`src/rtl/ssr_pwm_pkg.sv`:
```
package ssr_pwm_pkg;

    typedef enum logic [1:0] {
        HEAT_OFF  = 2'b00,
        HEAT_FULL = 2'b01,
        HEAT_REG  = 2'b10,
        HEAT_RSVD = 2'b11
    } heat_mode_e;

    typedef struct packed {
        logic force_low;   // gate held low, counter parked
        logic full_on;     // gate held high
        logic regulate;    // gate follows counter vs latched on-time
    } drive_ctl_t;

    function automatic drive_ctl_t decode_mode(input heat_mode_e mode, input logic abort);
        drive_ctl_t c;
        c = '{force_low: 1'b1, full_on: 1'b0, regulate: 1'b0};
        if (!abort) begin
            case (mode)
                HEAT_FULL: c = '{force_low: 1'b0, full_on: 1'b1, regulate: 1'b0};
                HEAT_REG:  c = '{force_low: 1'b0, full_on: 1'b0, regulate: 1'b1};
                default:   c = '{force_low: 1'b1, full_on: 1'b0, regulate: 1'b0};
            endcase
        end
        return c;
    endfunction

endpackage

```
`src/rtl/ssr_pwm_duty_calc.sv`:
```
module ssr_pwm_duty_calc #(
    parameter int TEMP_W = 10,
    parameter int GAIN   = 10,
    parameter int PERIOD = 1500,
    parameter int DUTY_W = $clog2(PERIOD + 1)
) (
    input  logic [TEMP_W-1:0] setpoint_i,
    input  logic [TEMP_W-1:0] temp_i,
    output logic [DUTY_W-1:0] duty_o
);
    localparam int GAIN_W = $clog2(GAIN + 1);
    localparam int PROD_W = TEMP_W + GAIN_W + 1;

    logic [TEMP_W-1:0] err;
    logic [PROD_W-1:0] prod;

    always_comb begin
        err  = setpoint_i - temp_i;
        prod = PROD_W'(err) * PROD_W'(GAIN);
        if (setpoint_i <= temp_i) begin
            duty_o = '0;                       // no heat above target
        end else if (prod > PROD_W'(PERIOD)) begin
            duty_o = DUTY_W'(PERIOD);          // clamp to full period
        end else begin
            duty_o = prod[DUTY_W-1:0];
        end
    end

endmodule

```
`src/rtl/ssr_pwm_period_ctr.sv`:
```
module ssr_pwm_period_ctr #(
    parameter int PERIOD = 1500,
    parameter int CNT_W  = $clog2(PERIOD)
) (
    input  logic             clk,
    input  logic             rst,
    input  logic             tick_i,
    input  logic             hold_i,
    output logic [CNT_W-1:0] cnt_o,
    output logic             wrap_o
);
    localparam logic [CNT_W-1:0] LAST = CNT_W'(PERIOD - 1);

    logic [CNT_W-1:0] cnt_q;

    assign wrap_o = tick_i && !hold_i && (cnt_q == LAST);
    assign cnt_o  = cnt_q;

    always_ff @(posedge clk) begin
        if (rst || hold_i) begin
            cnt_q <= '0;
        end else if (tick_i) begin
            cnt_q <= (cnt_q == LAST) ? '0 : cnt_q + 1'b1;
        end
    end

    AST_CNT_RANGE: assert property (@(posedge clk) disable iff (rst)
        cnt_q <= LAST);
    AST_CNT_FREEZE: assert property (@(posedge clk) disable iff (rst)
        (!tick_i && !hold_i) |=> $stable(cnt_q));
    AST_HOLD_PARK: assert property (@(posedge clk) disable iff (rst)
        hold_i |=> (cnt_q == '0));

endmodule

```
`src/rtl/ssr_pwm_drv.sv`:
```
module ssr_pwm_drv
    import ssr_pwm_pkg::*;
#(
    parameter int TEMP_W = 10,
    parameter int GAIN   = 10,
    parameter int PERIOD = 1500
) (
    input  logic              clk,
    input  logic              rst,
    input  logic              tick_i,
    input  logic [1:0]        mode_i,
    input  logic              abort_i,
    input  logic [TEMP_W-1:0] setpoint_i,
    input  logic [TEMP_W-1:0] temp_i,
    output logic              ssr_gate_o
);
    localparam int CNT_W  = $clog2(PERIOD);
    localparam int DUTY_W = $clog2(PERIOD + 1);

    drive_ctl_t        ctl;
    logic [DUTY_W-1:0] duty_next;
    logic [DUTY_W-1:0] duty_q;
    logic [CNT_W-1:0]  cnt;
    logic              wrap;

    assign ctl = decode_mode(heat_mode_e'(mode_i), abort_i);

    ssr_pwm_duty_calc #(
        .TEMP_W (TEMP_W),
        .GAIN   (GAIN),
        .PERIOD (PERIOD),
        .DUTY_W (DUTY_W)
    ) u_duty (
        .setpoint_i (setpoint_i),
        .temp_i     (temp_i),
        .duty_o     (duty_next)
    );

    ssr_pwm_period_ctr #(
        .PERIOD (PERIOD),
        .CNT_W  (CNT_W)
    ) u_ctr (
        .clk    (clk),
        .rst    (rst),
        .tick_i (tick_i),
        .hold_i (ctl.force_low),
        .cnt_o  (cnt),
        .wrap_o (wrap)
    );

    // On-time latch: loads only at a period boundary or while parked
    always_ff @(posedge clk) begin
        if (rst) begin
            duty_q <= '0;
        end else if (ctl.force_low || wrap) begin
            duty_q <= duty_next;
        end
    end

    always_comb begin
        if (ctl.force_low) begin
            ssr_gate_o = 1'b0;
        end else if (ctl.full_on) begin
            ssr_gate_o = 1'b1;
        end else begin
            ssr_gate_o = ctl.regulate && (DUTY_W'(cnt) < duty_q);
        end
    end

    AST_FORCE_LOW: assert property (@(posedge clk) disable iff (rst)
        (abort_i || mode_i == 2'b00 || mode_i == 2'b11) |-> !ssr_gate_o);
    AST_FULL_ON: assert property (@(posedge clk) disable iff (rst)
        (!abort_i && mode_i == 2'b01) |-> ssr_gate_o);
    AST_DUTY_CLAMP: assert property (@(posedge clk) disable iff (rst)
        duty_q <= DUTY_W'(PERIOD));
    AST_DUTY_AT_START: assert property (@(posedge clk) disable iff (rst)
        !$stable(duty_q) |-> (cnt == '0));
    AST_FRESH_PERIOD: assert property (@(posedge clk) disable iff (rst)
        $fell(ctl.force_low) |-> (cnt == '0));

endmodule

```
`config.mk`:
```
export PLATFORM = sky130hd
export DESIGN_NAME = ssr_pwm_drv
export DESIGN_NICKNAME = d
export VERILOG_FILES = /design/src/rtl/ssr_pwm_pkg.sv /design/src/rtl/ssr_pwm_duty_calc.sv /design/src/rtl/ssr_pwm_period_ctr.sv /design/src/rtl/ssr_pwm_drv.sv
export SDC_FILE = /design/constraint.sdc
export NUM_CORES = 1
export LEC_CHECK = 0
export BUFFER_PORTS_ARGS = -buffer_cell sky130_fd_sc_hd__buf_2
export CAP_MARGIN = 20
export CORE_MARGIN = 1
export CORE_UTILIZATION = 59
export CTS_CLUSTER_SIZE = 14
export DETAILED_ROUTE_END_ITERATION = 8
export PLACE_DENSITY_LB_ADDON = 0.05
export RECOVER_POWER = 50
export SETUP_SLACK_MARGIN = 0.5
export SKIP_LAST_GASP = 1
export SYNTH_ARGS = -nofsm -noshare
export SYNTH_HDL_FRONTEND = slang
export SYNTH_SLANG_ARGS = --single-unit
```
`constraint.sdc`:
```
create_clock -name clk -period 5.15 [get_ports clk]
set_input_delay 0 -clock clk [delete_from_list [all_inputs] [get_ports clk]]
set_output_delay 0 -clock clk [all_outputs]
set_load 0.005 [all_outputs]
```
==> summary.txt, run 1 <==
Run status
  • Status: finished clean

Timing
  • FMAX: 0.269 GHz
  • Fin crit share: 72.2%
  • Setup TNS: 0 ns
  • Shortest period the worst path allows: ~3.7 ns
  • Final worst slack: 1.43 ns
  • Hold Fails Final Rpt: 0
  • Worst Max-Slew Pin Slew: 0.634 ns
  • Final hold slack: 0.0509 ns
  • Slew headroom: 57.7%
  • Final setup fails: 0
  • Clock Skews: about 0.0038 ns
  • Max-slew violations: 0
  • RSZ-0062 raised after global routing: false

Worst setup path
  • Worst EP arrival: between 3 and 4 ns
  • Worst Setup End Kind: flip-flop
  • WS Path Type: in -> reg
  • R2r worst-path depth: 7
  • Crit-path max FO: 8
  • RR Endpoint: duty_q[1]
  • Worst R2R Setup Slack: 3.03 ns
  • Launching element type of the critical path: primary input
  • WP data required: 5.36 ns
  • Worst r2r src: u_ctr.cnt_o[0]

Floorplan
  • Die height: approximately 63 um
  • Die Wd: about 63 um
  • Row cnt: 21
  • Core Area: 3420 sq um
  • Die ar.: 3920 sq um
  • Initial cell density of the core: around 63%
  • I/O Pins: 27

Synth
  • Post-synth EDFFs: 0
  • Synth async-reset ratio: 0%
  • Share of the synthesized area in the top cell type: 22.0%
  • Netlist cell types: 52
  • Mapped Area: 2170 sq um
  • Cells after synthesis: roughly 260
  • Top-count cell post-synth: ha_1
  • Register area share after synthesis: 19.4%
  • Yosys reg bits: 21
  • Avg Inst Size Synth: between 8 and 9 sq um
  • Syn Nets: 323
  • Yosys warnings: 0
  • Top cells by area, synth: ha_1 (22%), dfxtp_1 (19%), a21oi_1 (6.0%), inv_1 (4.7%), xor2_1 (4.4%)
  • Predominant post-synthesis flop cell: dfxtp_1
  • Commonest cells in the netlist: ha_1 (38), inv_1 (27), a21oi_1 (26)
  • Synth area leader: ha_1

Drt
  • DR WL/cell: 12.9 um
  • Final WL: 4.27 mm
  • Number of iterations in the first detailed-routing pass: 4
  • Final ANT Viol Nets: 0
  • Routed vias/inst: around 5.7
  • DRC violation total after the first TritonRoute iteration: 74
  • Remaining DRCs: 0
  • Detailed-route via count: 1887

Place
  • Placed cell areas: approximately 2300 sq um
  • Placed instance count: 325
  • DP HPWL: 3.47 mm
  • Input/output buffers: 26
  • Pre-CTS WS: 1.14 ns
  • Gpl congestion: 0.832

Cells and area
  • Cell area after layout: approximately 2400 sq um
  • Share of cells above drive strength 1: 14.8%
  • NumNets Final: ~350
  • Area grow syn2layout: 9.59%
  • Final cell count without fillers: 330
  • Fillers: between 300 and 400
  • Number of antenna repair diodes: 0

Clock network
  • CTS tree: built
  • Htree depth: 1
  • Clock root buffer: clkbuf_4
  • Worst-case clock buffer depth: 2
  • Clk_lat worst skew: 0.31 ns
  • CTS clk-pin slew, worst paths: 0.11 ns
  • Post-CTS sizing: 0
  • CTS Sinks: 21
  • TritonCTS Buffers: 3

Worst hold path
  • Hold worst-path end: duty_q[9]
  • Cell count of the worst hold path: 4
  • Min-delay src: rst
  • Hold Crit Class: in -> reg

Global route
  • First-pass GRT wire length: 7.76 mm
  • Overall Global Routing Usage: 23.9%
  • Initial antenna violation count: 0
  • Vias in the first global route: 1818
  • Pin count of the biggest net entering global routing: 15
  • Congestion Overflow GR: 0

Pwr
  • Pwr dens: 336 nW/um^2
  • Maximum vdd drop: 157 uV
  • P_leak: 1.08 nW

Run
  • Max-cap viol count: 0
-- placed cells by master, fill, tap and decap left out, types with 2 or more instances in the layout --
cell / instances
o21ai_0: 6
xor2_1: 11
o21a_1: 2
nand4_1: 3
nor2_1: 19
nand2b_1: 6
nor3_1: 2
o22ai_1: 2
dfxtp_1: 21
a211o_1: 2
nand2_1: 9
ha_1: 38
fa_1: 2
nor2b_1: 3
or2_2: 3
a21oi_1: 26
and2_1: 2
nand3_1: 8
nor3b_1: 4
a22o_1: 2
clkbuf_4: 3
inv_1: 27
a211oi_1: 9
o211ai_1: 2
xnor2_1: 7
a21o_1: 8
buf_2: 26
and3_1: 4
a2111oi_0: 2
-- stage by stage --
stage,power [mW],util [%]
6_report,0.799,69.5
5_1_grt,0.873,69.5
4_1_cts,0.796,69.5
3_5_place_dp,0.713,68.4
3_3_place_gp,0.707,68.4
2_1_floorplan,0.617,-
-- worst max-delay path, stage by stage --
cell and delay (ns):
buf_2 0.09, inv_1 0.04, ha_1 0.16, inv_1 0.06, fa_1 0.42, a21o_1 0.18
a21oi_1 0.18, xnor2_1 0.21, ha_1 0.32, fa_1 0.48, a211o_1 0.38, a22oi_2 0.16
or4b_4 0.49, a211oi_4 0.44, nor3b_1 0.09, a22o_1 0.21
-- cells by family (layout without fill, tap and decap cells) --
logic type	after synthesis	in the layout	share of synthesized area, %
AO/OA/AOI/OAI	77	77	26.3
AND/OR/NAND/NOR	69	69	17.3
adder cells (fa/ha/maj)	40	40	23.8
flip-flops	21	21	19.4
XOR/XNOR	18	18	7.28
multiplexers	1	1	0.462
buffers and inverters	31	58	5.43
-- how the worst max path moves through the flow --
| stage | start | end | cells after the start |
|---|---|---|---|
| after floorplan | setpoint_i[0] | duty_q[1] | 15 |
| after global placement | setpoint_i[0] | duty_q[1] | 16 |
| after detailed placement | setpoint_i[0] | duty_q[2] | 18 |
| after CTS | setpoint_i[0] | duty_q[1] | 16 |
| after global routing | setpoint_i[0] | duty_q[3] | 18 |
| final | setpoint_i[0] | duty_q[1] | 16 |
-- timing repair --
action                                 4_1_cts  5_1_grt
endpoints found under the hold margin        1        0
hold buffers                                 1        0
buffers inserted                             0        0
-- sequential cells by signal, summed over array words and instances, names as in the netlist --
name / cells
u_ctr.cnt_o: 11
duty_q: 10
-- final cells by class --
type | instances | area, sq um | share of cell area [%]
Inverter | 27 | 101 | 4.27
Clock buffer | 4 | 26.3 | 1.11
Tap cell | 46 | 57.6 | 2.42
Multi-Input combinational cell | 205 | 1630 | 68.6
Timing Repair Buffer | 27 | 140 | 5.90
Sequential cell | 21 | 420 | 17.7
-- metal layers --
metal  GRT usage [%]  vias to the layer above  share of wire [%]
met4            2.62                        0               0.47
met2            37.8                       30                 41
met5               0                        -                  0
met3            3.28                        3                2.4
li1                -                      993                  -
met1            35.3                      861                 56
-- power by group --
| group | internal (mW) | switching [mW] |
|---|---|---|
| clock network | 0.0303 | 0.0492 |
| registers | 0.172 | 0.00673 |
| logic | 0.240 | 0.300 |
| total | 0.443 | 0.356 |
Note: power is estimated with default switching activity, not from simulation.
==> inputs of run 2 (changes only) <==
==> constraint.sdc (replaced) <==
create_clock -name clk -period 3.5 [get_ports clk]
set_input_delay 0 -clock clk [delete_from_list [all_inputs] [get_ports clk]]
set_output_delay 0 -clock clk [all_outputs]
set_load 0.005 [all_outputs]
==> run 2 against run 1 <==
Count of clock-buffer cells in the layout is 1 lower; non-clock buffer count is 37 higher; final area rose by 27%; core utilization grew 19 points; sequential share of layout area shrank 3.7 points; die area unchanged; sequential cell count stayed put; via count increased by 18%; clock power increased by 52%; global-route usage increased by 3.2 points; routed wire length up 43%; highest routed layer unchanged.
==> summary.txt, run 2 (synthesized netlist as in run 1, its figures left out) <==
Worst setup path
  • R2r worst-path depth: 7
  • Critical path, cell by cell: buf_8, inv_12, ha_4, inv_2, fa_2, buf_4, xor2_2, ha_2, ha_2, fa_2, a211o_1, buf_6, a211oi_4, nor2_1, o41ai_2, buf_4, nand4_1, a22o_1
  • Worst r2r src: u_ctr.cnt_o[1]
  • Worst Setup End Kind: flip-flop
  • WS Path Type: in -> reg
  • Critical Path Source: setpoint_i[0]
  • Launching element type of the critical path: primary input
  • WP data required: 3.73 ns
  • RR Endpoint: duty_q[5]
  • CP endpoint: duty_q[10]
  • Worst EP arrival: 3.55 ns
  • Worst R2R Setup Slack: about 1.2 ns
  • Crit-path max FO: 3
  • Slowest stage cell on the critical path: fa_2
  • Critical Path Max Stage Delay: 0.43 ns

Drt
  • Final WL: 6.10 mm
  • Number of iterations in the first detailed-routing pass: 5
  • Remaining DRCs: 0
  • DR WL/cell: 16.6 um
  • Final ANT Viol Nets: 0
  • DRC violation total after the first TritonRoute iteration: 117
  • Routed vias/inst: 6.05
  • Detailed-route via count: 2219

Place
  • Pre-CTS WS: -0.175 ns
  • Input/output buffers: 26
  • Gpl congestion: 0.833
  • Placed cell areas: 2680 sq um
  • DP HPWL: 4.00 mm

Cells and area
  • Area grow syn2layout: 38.8%
  • Number of antenna repair diodes: 0
  • Commonest cells after routing, fill and taps aside: buf_4 (34), ha_1 (28), buf_2 (25), inv_1 (24), a21oi_1 (22)
  • Commonest non-fill, non-tap cell in the layout: buf_4
  • Cell area after layout: 3010 sq um
  • Share of cells above drive strength 1: 39.3%
  • Max reg flops: 11
  • NumNets Final: 388

Timing
  • Final worst slack: 0.173 ns
  • FMAX: 0.301 GHz
  • Clock Skews: 0.00526 ns
  • Worst Max-Slew Pin Slew: 0.671 ns
  • Slew headroom: 55.3%
  • Hold Fails Final Rpt: 0
  • Shortest period the worst path allows: 3.33 ns
  • RSZ-0062 raised after global routing: true
  • Final setup fails: 0
  • Max-slew violations: 0
  • Fin crit share: between 90% and 100%

Floorplan
  • Die ar.: 3920 sq um
  • Core Area: between 3000 and 4000 sq um
  • I/O Pins: 27
  • Row cnt: 21
  • Die height: 62.6 um
  • Initial cell density of the core: 63.4%
  • Die Wd: 62.6 um

Clock network
  • CTS Sinks: 21
  • Clock root buffer: clkbuf_4
  • Hold-fix buffers at CTS: 0
  • Htree depth: 1
  • CTS tree: built
  • CTS clk-pin slew, worst paths: 0.12 ns
  • Clk_lat worst skew: 0.32 ns
  • TritonCTS Buffers: 3
  • Worst-case clock buffer depth: 2

Pwr
  • Pwr Total: 1.75 mW
  • P_leak: 1.32 nW
  • Pwr dens: 583 nW/um^2
  • Maximum vdd drop: 346 uV

Run
  • Max-cap viol count: 0

Global route
  • Pin count of the biggest net entering global routing: 15
  • First-pass GRT wire length: slightly below 9 mm
  • Congestion Overflow GR: 0
  • Overall Global Routing Usage: 27.1%
  • Initial antenna violation count: 0
  • Vias in the first global route: ~2100

Worst hold path
  • Hold Crit Class: in -> reg

Run status
  • Status: finished clean
[run 2: cell count changes in the layout (fill, tap and decap cells not counted), moves of 4 or more]
cell and delta:
ha_4 +8, buf_4 +34, a211oi_1 -7, a21oi_2 +4, a21oi_1 -4, buf_6 +4
a211oi_2 +5, ha_1 -10
[run 2: stage by stage]
stage	cells	hold slack, ns	TNS [ns]	util, %
2_1_floorplan	257	0.148	0	-
3_3_place_gp	356	0.324	-0.429	78.4
3_5_place_dp	356	0.342	-1.07	78.4
4_1_cts	364	0.0119	0	82.6
5_1_grt	367	0.0348	0	88.0
6_report	367	0.0219	0	88.0
[run 2: area by class of cell]
cell class	count	area, sq um
Clock buffer	3	22.5
Clock inverter	1	5.00
Fill cell	190	409
Inverter	27	114
Multi-Input combinational cell	205	1950
Sequential cell	21	420
Tap cell	46	57.6
Timing Repair Buffer	64	440
[run 2: how the worst min path moves through the flow]
stage | cells past startpoint | slack (ns) | start | to
CTS | 3 | 0.01 | tick_i | u_ctr.cnt_o[1]
global placement | 3 | 0.32 | tick_i | u_ctr.cnt_o[1]
global route | 3 | 0.03 | tick_i | u_ctr.cnt_o[1]
finish | 3 | 0.02 | tick_i | u_ctr.cnt_o[1]
detailed placement | 3 | 0.34 | tick_i | u_ctr.cnt_o[1]
floorplan | 2 | 0.15 | tick_i | u_ctr.cnt_o[0]
[run 2: timing repair]
action / in CTS / in global routing
pin swaps: 17 / 27
endpoints found under the setup margin: 10 / 10
gates resized for setup: 16 / 26
setup buffers: 4 / 3
[run 2: where the power goes]
part | switching (mW) | total [mW] | internal [mW]
combinational | 0.663 | 1.37 | 0.702
sequential | 0.0131 | 0.267 | 0.254
clock | 0.0777 | 0.121 | 0.0429
total | 0.754 | 1.75 | 0.999
[run 2: critical path, delay by kind of cell]
family                   cells  cell delay (ns)
AO/OA/AOI/OAI                4             1.12
XOR/XNOR                     1             0.20
adder cells (fa/ha/maj)      5             1.34
buffers and inverters        6             0.68
AND/OR/NAND/NOR              2             0.20
[run 2: metal layers]
metal	up-vias	share of wire (%)	global-route usage [%]
met5	-	0	0
met4	0	2.0	5.52
met3	16	5.7	3.65
met2	94	50	45.8
met1	1041	42	36.7
li1	1068	-	-
